--- config.mk ---
export PLATFORM = sky130hd
export DESIGN_NAME = lcd_timing_gen
export DESIGN_NICKNAME = d
export VERILOG_FILES = /design/src/rtl/lcdt_pkg.sv /design/src/rtl/lcdt_reload.sv /design/src/rtl/lcdt_counters.sv /design/src/rtl/lcdt_signals.sv /design/src/rtl/lcd_timing_gen.sv
export SDC_FILE = /design/constraint.sdc
export NUM_CORES = 1
export LEC_CHECK = 0
export CORE_MARGIN = 3
export CORE_UTILIZATION = 45
export CTS_CLUSTER_DIAMETER = 60
export DETAILED_ROUTE_END_ITERATION = 8
export PLACE_DENSITY = 0.84
export SETUP_SLACK_MARGIN = 0.02
export SLEW_MARGIN = 20
export SYNTH_ARGS = -nofsm -noshare
export SYNTH_HDL_FRONTEND = slang
export SYNTH_SLANG_ARGS = --single-unit
--- constraint.sdc ---
create_clock -name clk -period 2.5 [get_ports clk]
set_clock_uncertainty 0.05 [all_clocks]
set_input_delay 0.5 -clock clk [delete_from_list [all_inputs] [get_ports clk]]
set_output_delay 0.5 -clock clk [all_outputs]
set_load 0.02 [all_outputs]
--- src/rtl/lcdt_pkg.sv ---
package lcdt_pkg;

    localparam int H_W = 12;
    localparam int V_W = 11;
    localparam int H_LSB = 16;
    localparam int V_LSB = 0;

    localparam int EN_BIT   = 0;
    localparam int PCLK_BIT = 28;
    localparam int DE_BIT   = 29;
    localparam int VS_BIT   = 30;
    localparam int HS_BIT   = 31;

    localparam int REQ_NOW = 0;
    localparam int REQ_VBL = 1;

    typedef struct packed {
        logic [H_W-1:0] hsw;
        logic [H_W-1:0] hbp;
        logic [H_W-1:0] hact;
        logic [H_W-1:0] htot;
        logic [V_W-1:0] vsw;
        logic [V_W-1:0] vbp;
        logic [V_W-1:0] vact;
        logic [V_W-1:0] vtot;
    } tmg_t;

    function automatic tmg_t unpack_tmg(input logic [31:0] s, input logic [31:0] b,
                                        input logic [31:0] a, input logic [31:0] t);
        tmg_t r;
        r.hsw  = s[H_LSB +: H_W];
        r.hbp  = b[H_LSB +: H_W];
        r.hact = a[H_LSB +: H_W];
        r.htot = t[H_LSB +: H_W];
        r.vsw  = s[V_LSB +: V_W];
        r.vbp  = b[V_LSB +: V_W];
        r.vact = a[V_LSB +: V_W];
        r.vtot = t[V_LSB +: V_W];
        return r;
    endfunction

endpackage

--- src/rtl/lcdt_reload.sv ---
module lcdt_reload
    import lcdt_pkg::*;
(
    input  logic       clk,
    input  logic       rst,
    input  logic       en,
    input  logic       wr,
    input  logic [1:0] req,
    input  logic       frame_end,
    input  tmg_t       shadow,
    output tmg_t       active,
    output logic [1:0] pend
);

    logic [1:0] served;

    // Disabled: everything pending is served. Enabled: "now" at once, "vbl" at frame end.
    always_comb begin
        if (!en) begin
            served = pend;
        end else begin
            served[REQ_NOW] = pend[REQ_NOW];
            served[REQ_VBL] = pend[REQ_VBL] & frame_end;
        end
    end

    always_ff @(posedge clk) begin
        if (rst) begin
            pend   <= '0;
            active <= '0;
        end else begin
            if (|served) begin
                active <= shadow;
            end
            pend <= (pend & ~served) | (wr ? req : 2'b00);
        end
    end

    AST_IDLE_FLUSH: assert property (@(posedge clk) disable iff (rst)
        (!en && !wr) |=> (pend == 2'b00));
    AST_NOW_CLEARS: assert property (@(posedge clk) disable iff (rst)
        (pend[REQ_NOW] && !(wr && req[REQ_NOW])) |=> !pend[REQ_NOW]);
    AST_VBL_WAITS: assert property (@(posedge clk) disable iff (rst)
        (en && pend[REQ_VBL] && !frame_end) |=> pend[REQ_VBL]);
    AST_ACTIVE_HELD: assert property (@(posedge clk) disable iff (rst)
        (en && (pend == 2'b00)) |=> $stable(active));

endmodule

--- src/rtl/lcdt_counters.sv ---
module lcdt_counters
    import lcdt_pkg::*;
(
    input  logic           clk,
    input  logic           rst,
    input  logic           en,
    input  tmg_t           tmg,
    output logic [H_W-1:0] hcnt,
    output logic [V_W-1:0] vcnt,
    output logic           frame_end
);

    logic h_last;
    logic v_last;

    // ">=" keeps the wrap safe when a reload shrinks the period below the count.
    assign h_last    = (hcnt >= tmg.htot);
    assign v_last    = (vcnt >= tmg.vtot);
    assign frame_end = en & h_last & v_last;

    always_ff @(posedge clk) begin
        if (rst || !en) begin
            hcnt <= '0;
            vcnt <= '0;
        end else if (h_last) begin
            hcnt <= '0;
            vcnt <= v_last ? '0 : vcnt + 1'b1;
        end else begin
            hcnt <= hcnt + 1'b1;
        end
    end

    AST_IDLE_ZERO: assert property (@(posedge clk) disable iff (rst)
        !en |=> (hcnt == '0 && vcnt == '0));
    AST_LINE_WRAP: assert property (@(posedge clk) disable iff (rst)
        (en && hcnt >= tmg.htot) |=> (hcnt == '0));
    AST_V_STEADY: assert property (@(posedge clk) disable iff (rst)
        (en && hcnt < tmg.htot) |=> $stable(vcnt));

endmodule

--- src/rtl/lcdt_signals.sv ---
module lcdt_signals
    import lcdt_pkg::*;
(
    input  logic           clk,
    input  logic           rst,
    input  logic [31:0]    ctrl,
    input  tmg_t           tmg,
    input  logic [H_W-1:0] hcnt,
    input  logic [V_W-1:0] vcnt,
    input  logic [V_W-1:0] irq_line,
    output logic           hsync,
    output logic           vsync,
    output logic           de,
    output logic           pclk_inv,
    output logic           line_irq,
    output logic [H_W-1:0] pix_x,
    output logic [V_W-1:0] pix_y
);

    logic en;
    logic hs_on;
    logic vs_on;
    logic de_on;
    logic h_vis;
    logic v_vis;

    assign en    = ctrl[EN_BIT];
    assign hs_on = en && (hcnt <= tmg.hsw);
    assign vs_on = en && (vcnt <= tmg.vsw);
    assign h_vis = (hcnt > tmg.hbp) && (hcnt <= tmg.hact);
    assign v_vis = (vcnt > tmg.vbp) && (vcnt <= tmg.vact);
    assign de_on = en && h_vis && v_vis;

    // Polarity bit set: active high; clear: active low.
    assign hsync    = ctrl[HS_BIT] ? hs_on : ~hs_on;
    assign vsync    = ctrl[VS_BIT] ? vs_on : ~vs_on;
    assign de       = ctrl[DE_BIT] ? de_on : ~de_on;
    assign pclk_inv = ctrl[PCLK_BIT];

    assign pix_x = de_on ? (hcnt - tmg.hbp - 1'b1) : '0;
    assign pix_y = de_on ? (vcnt - tmg.vbp - 1'b1) : '0;

    assign line_irq = en && (hcnt == '0) && (vcnt == irq_line);

    AST_IRQ_SINGLE: assert property (@(posedge clk) disable iff (rst)
        (line_irq && tmg.htot != '0) |=> !line_irq);

endmodule

--- src/rtl/lcd_timing_gen.sv ---
module lcd_timing_gen
    import lcdt_pkg::*;
(
    input  logic           clk,
    input  logic           rst,
    input  logic [31:0]    ctrl_word,
    input  logic [31:0]    sync_cfg,
    input  logic [31:0]    bporch_cfg,
    input  logic [31:0]    active_cfg,
    input  logic [31:0]    total_cfg,
    input  logic           reload_wr,
    input  logic [1:0]     reload_req,
    input  logic [V_W-1:0] irq_line,
    output logic           hsync,
    output logic           vsync,
    output logic           de,
    output logic           pclk_inv,
    output logic           line_irq,
    output logic [H_W-1:0] pix_x,
    output logic [V_W-1:0] pix_y,
    output logic [1:0]     reload_pend
);

    tmg_t           shadow;
    tmg_t           active;
    logic [H_W-1:0] hcnt;
    logic [V_W-1:0] vcnt;
    logic           frame_end;

    assign shadow = unpack_tmg(sync_cfg, bporch_cfg, active_cfg, total_cfg);

    lcdt_reload u_reload (
        .clk       (clk),
        .rst       (rst),
        .en        (ctrl_word[EN_BIT]),
        .wr        (reload_wr),
        .req       (reload_req),
        .frame_end (frame_end),
        .shadow    (shadow),
        .active    (active),
        .pend      (reload_pend)
    );

    lcdt_counters u_cnt (
        .clk       (clk),
        .rst       (rst),
        .en        (ctrl_word[EN_BIT]),
        .tmg       (active),
        .hcnt      (hcnt),
        .vcnt      (vcnt),
        .frame_end (frame_end)
    );

    lcdt_signals u_sig (
        .clk      (clk),
        .rst      (rst),
        .ctrl     (ctrl_word),
        .tmg      (active),
        .hcnt     (hcnt),
        .vcnt     (vcnt),
        .irq_line (irq_line),
        .hsync    (hsync),
        .vsync    (vsync),
        .de       (de),
        .pclk_inv (pclk_inv),
        .line_irq (line_irq),
        .pix_x    (pix_x),
        .pix_y    (pix_y)
    );

endmodule

After elaboration in Yosys (flattened, before gate mapping) --
Cells that the tools add are included.
Cells by class: reduce and logical (&&, ||, !) cells 13, equal/unequal tests 1, muxes and demuxes 8, add/sub/neg operators 6, bitwise logic cells 9, order comparisons 8
Operators by type and width (count):
- 12-bit <= comparator | 2
- 11-bit <= comparator | 2
- 11-bit 2-to-1 mux | 2
- 12-bit by 1-bit adder with 12-bit output, second input constant | 1
- 12-bit >= comparator | 1
- 12-bit greater-than comparator | 1
- 12-bit logical NOT | 1
- 12-bit 2-to-1 mux | 1
- 12-bit by 1-bit subtractor with 12-bit output, second input constant | 1
- 12-bit subtractor | 1
- 11-bit by 1-bit adder with 11-bit output, second input constant | 1
- 11-bit equality test | 1
- 11-bit >= comparator | 1
- 11-bit greater-than comparator | 1
- 11-bit by 1-bit subtractor with 11-bit output, second input constant | 1
- 11-bit subtractor | 1
- 1-bit logical AND | 8
- 2-bit 2-to-1 mux | 2
- 2-bit OR reduction | 2
- 1-bit AND | 3
- 1-bit 2-to-1 mux | 3
- 1-bit NOT | 3
- 2-bit AND | 1
- 2-bit NOT | 1
- other kinds (3) | 3
Word-level totals: register bits after elaboration 117

Depth between registers and ports, before layout --
depth in word-level cells 8, depth in mapped cells 10

Hierarchy --
From an unflattened synthesis, not the netlist that was laid out.
Second synthesis, totals: cell total of the unflattened synthesis 971, area total of the unflattened synthesis 8580.7 µm²
By module, submodules not included:
- lcdt_reload | instances 1, cells each 407, sequential area each 1881.8 µm², area each 4272.8 µm²
- lcdt_signals | instances 1, cells each 373, sequential area each 0.0 µm², area each 2700.1 µm²
- lcdt_counters | instances 1, cells each 191, sequential area each 460.4 µm², area each 1607.8 µm²

Worst setup path after synthesis --
OpenSTA, ideal clock, no wires.
path kind register to output, start register u_cnt.vcnt[2], end output port vsync, stages on the path, launching flop included 8, arrival time 2.579 ns, slack -0.629 ns, buffers on the path 0, cells stage by stage dfxtp_1 -> ha_1 -> a21o_1 -> a21o_1 -> a211oi_1 -> o21ai_0 -> mux2i_1 -> a2111oi_0
Between the ends: longest elaborated chain between the ends 4
RTL lines:
- start: declaration | RTL line lcdt_counters.sv:9 | output logic [V_W-1:0] vcnt,
- start signal: assignment | RTL line lcdt_counters.sv:27 | vcnt <= v_last ? '0 : vcnt + 1'b1;
- 11-bit <= comparator (*) | RTL line lcdt_signals.sv:29 | assign vs_on = en && (vcnt <= tmg.vsw);
- 1-bit logical AND (*) | RTL line lcdt_signals.sv:29
- 1-bit NOT | RTL line lcdt_signals.sv:36 | assign vsync = ctrl[VS_BIT] ? vs_on : ~vs_on;
- 1-bit 2-to-1 mux (*) | RTL line lcdt_signals.sv:36
- end: declaration | RTL line lcd_timing_gen.sv:15 | output logic vsync,
Mark *: on every way between the ends. The rest lies on a longest branch, timed or not.

Worst setup path after layout --
start register u_cnt.hcnt[4], end output port pix_y[10]
Between the ends: longest elaborated chain between the ends 5
RTL lines:
- start: declaration | RTL line lcdt_counters.sv:8 | output logic [H_W-1:0] hcnt,
- start signal: assignment | RTL line lcdt_counters.sv:29 | hcnt <= hcnt + 1'b1;
- 12-bit greater-than comparator / 12-bit <= comparator (equally long branches) | RTL line lcdt_signals.sv:30 | assign h_vis = (hcnt > tmg.hbp) && (hcnt <= tmg.hact);
- 1-bit logical AND (*) | RTL line lcdt_signals.sv:30
- 1-bit logical AND (*) (2 in a row) | RTL line lcdt_signals.sv:32 | assign de_on = en && h_vis && v_vis;
- 11-bit 2-to-1 mux (*) | RTL line lcdt_signals.sv:41 | assign pix_y = de_on ? (vcnt - tmg.vbp - 1'b1) : '0;
- end: declaration | RTL line lcd_timing_gen.sv:20 | output logic [V_W-1:0] pix_y,
Marked as above.

==> impl_metrics.py <==
metrics = {
    "run_status": {
        "status": "finished, violations left",
        "violations": "negative setup slack",
    },
    "cts": {
        "cts_buffer_depth": 2,
        "clk_latency_ns": 0.43,
        "clockRootBuffer": "clkbuf_16",
        "htree_levels": 4,
        "cts_sinks": 117,
        "cts_tree": "done",
        "numCtsBuffers": 17,
        "cts.reportedPaths.clkPinSlew_ns": 0.06,
    },
    "sta": {
        "finalCritPeriodShare": 1.350,
        "finalHoldViolations": 0,
        "rsz0062_at_grt": "true",
        "fin_ws_ns": -0.8751,
        "tightest_slew_ns": 0.7195,
        "max_slew_margin": 0.5203,
        "min_period_ns": 3.375,
        "slew_violations": 0,
        "setup_viol": 120,
        "fmaxAchievable_ghz": 0.2963,
    },
    "route": {
        "drt_first_pass_iters": 6,
        "wirelength_mm": 27.95,
        "wl_per_cell_microns": 19.53,
        "drt.antenna.violating_nets": 0,
        "remaining_drc_errors": 0,
        "vias_per_cell": 5.667,
        "first_iter_violations": 784,
        "vias": 8109,
    },
    "yosys": {
        "syn_area_per_cell_sq_um": 8.630,
        "yosysTopAreaCellShare": 0.3063,
        "ys_top_cells_by_area": "dfxtp_1 (31%), ha_1 (16%), mux2i_1 (12%)",
        "synth_most_common_cell": "nor2_1",
        "synth_common_cells": "nor2_1 (137), dfxtp_1 (117), inv_1 (109), ha_1 (97), mux2i_1 (95)",
        "ys.flop_type": "dfxtp_1",
        "yosysWarnings": 0,
        "synth_edf_count": 0,
        "yosys.cell_types.count": 56,
        "yosysSeqAreaShare": 0.3063,
        "netlist_instances": 886,
        "yosys_register_bits": 117,
        "netlist_area_sq_um": 7646,
        "synth_nets": 1161,
        "yosys.area.top_type": "dfxtp_1",
        "postSynth.asyncResetShare": 0,
    },
    "pwr": {
        "p_per_area_nw_per_um2": 533.1,
        "leakage_nw": 5.252,
        "netSwitchingFraction": 0.3047,
        "p_int_mw": 4.561,
        "power.total_mw": 6.560,
        "p_comb_frac": 0.311,
        "vdd_drop_max_v": 0.0005926,
        "switchingPower_mw": 1.999,
        "pwr-share-seq": 0.312,
        "p_clk_frac": 0.378,
    },
    "place": {
        "place_congestion": 0.8469,
        "portBuffers": 140,
        "place_inst": 1355,
        "detailedPlace.worstSlack_ns": -0.8128,
        "place_hpwl_mm": 16.58,
    },
    "critical_path": {
        "path_max_fanout": 8,
        "start_kind": "flop",
        "r2r_end": "u_reload.active[4]$_SDFFE_PP0P_",
        "startpoint": "u_cnt.hcnt[4]$_SDFF_PP0_",
        "path_class": "flop to primary output",
        "cp_data_required_time_ns": 1.95,
        "regToRegSetupSlack_ns": -0.31,
        "cp.arrival_ns": 2.83,
        "rr_worst_depth": 14,
        "endpoint": "pix_y[10]",
        "reg2reg_from": "u_cnt.hcnt[10]$_SDFF_PP0_",
        "end_kind": "primary output",
    },
    "floorplan": {
        "num_io_pins": 206,
        "fp-row-count": 47,
        "die_area_sq_um": 18590,
        "core_area_sq_um": 16580,
        "fp.dieH_microns": 136.4,
        "dieWidth_microns": 136.4,
        "start_util": 0.4611,
    },
    "cells_and_area": {
        "drive_gt1_frac": 0.3163,
        "finalNonFillerCells": 1431,
        "nNetsFinal": 1473,
        "finish.utilization": 0.7421,
        "area_delta_synth_final_pct": 60.96,
        "insertedDiodeCount": 0,
        "fill_cells": 1035,
    },
    "grt": {
        "grt_max_degree": 64,
        "grt_overflow": 0,
        "grt_pass1_wl_mm": 39.56,
        "antenna_found_initial": 0,
        "grtUsageTotal": 0.2724,
        "grt_pass1_vias": 8004,
    },
    "hold_path": {
        "holdCritPathClass": "flop to flop",
    },
    "flow_run": {
        "drv_cap": 0,
    },
}
[through the flow]
stage                     hold slack [ns]  TNS, ns  cell area [sq um]
after floorplan                    0.3931  -0.8244               7930
after global placement             0.4246   -17.40              10440
after detailed placement           0.4309   -22.20              10440
after CTS                          0.4309   -35.56              11870
after global routing               0.4620   -47.71              12310
final                              0.4383   -40.48              12310
[cells by family after synthesis]
| group | share of synthesized area |
|---|---|
| fa+ha+maj | 0.1640 |
| mux | 0.1244 |
| compound gates | 0.1237 |
| simple gates | 0.1597 |
| flops | 0.3063 |
| buf+inv | 0.08640 |
| xor+xnor | 0.03551 |
[state kept, by name, indices dropped and copies added, names as in the netlist]
register         flops
u_cnt.hcnt          12
u_cnt.vcnt          11
u_reload.active     92
u_reload.pend        2
[area by class of cell]
class,instances,area [sq um],share of cell area
multi-input combinational,633,5498,0.4467
timing repair buffer,320,3142,0.2553
sequential,117,2390,0.1942
clock buffer,20,457.9,0.03721
inverter,109,415.4,0.03375
tap,220,275.3,0.02237
clock inverter,12,128.9,0.01047
[critical path, cell delays in order, from the launching register on]
cell and delay [ns]:
dfxtp_1 0.47, ha_1 0.31, nand4_1 0.23, nor3_1 0.10, nor3_1 0.23, o41ai_1 0.13
nand4b_1 0.20, buf_6 0.15, clkbuf_16 0.17, buf_12 0.13, a31oi_4 0.14, buf_6 0.14
[timing repair]
item,CTS,global route
pin swaps,20,36
setup endpoints to repair,119,141
setup buffers,19,24
cloned,11,3
hold buffers,0,0
resized for setup,211,123
[layer usage]
metal | global-route usage | wire length, microns | vias to the layer above
li1 | - | - | 3709
met1 | 0.3148 | 10690 | 3827
met2 | 0.4788 | 13810 | 438
met5 | 0 | 0 | -
met4 | 0.1142 | 1345 | 0
met3 | 0.06699 | 2107 | 135
[worst min-delay path by stage]
stage | startpoint | to | slack [ns] | cells past startpoint
floorplan | u_cnt.hcnt[0]$_SDFF_PP0_ | u_cnt.hcnt[0]$_SDFF_PP0_ | 0.39 | 1
global placement | u_reload.active[26]$_SDFFE_PP0P_ | u_reload.active[26]$_SDFFE_PP0P_ | 0.42 | 2
detailed placement | u_reload.active[47]$_SDFFE_PP0P_ | u_reload.active[47]$_SDFFE_PP0P_ | 0.43 | 2
CTS | rst | u_cnt.hcnt[1]$_SDFF_PP0_ | 0.43 | 3
global route | rst | u_cnt.hcnt[1]$_SDFF_PP0_ | 0.46 | 3
finish | u_reload.active[65]$_SDFFE_PP0P_ | u_reload.active[65]$_SDFFE_PP0P_ | 0.44 | 2
[cells in the final DEF (no fill, tap or decap), types with 28 or more instances in the layout]
cell and n:
buf_6 38, inv_1 101, mux2i_1 85, nor2_1 122, a21oi_1 32, buf_4 142, nand2_1 28, ha_1 69
dfxtp_1 91, clkdlybuf4s50_1 111
[power groups by stage]
stage / Combinational (mW) / Clock (mW) / Sequential [mW]
after global routing: 2.16 / 2.57 / 2.06
final: 2.04 / 2.48 / 2.04
after floorplan: 0.951 / 0 / 2.07
after global placement: 1.49 / 0 / 2.07
after detailed placement: 1.53 / 0 / 2.08
after CTS: 1.80 / 2.47 / 2.04
No activity file was read; power rests on OpenSTA's default activity.
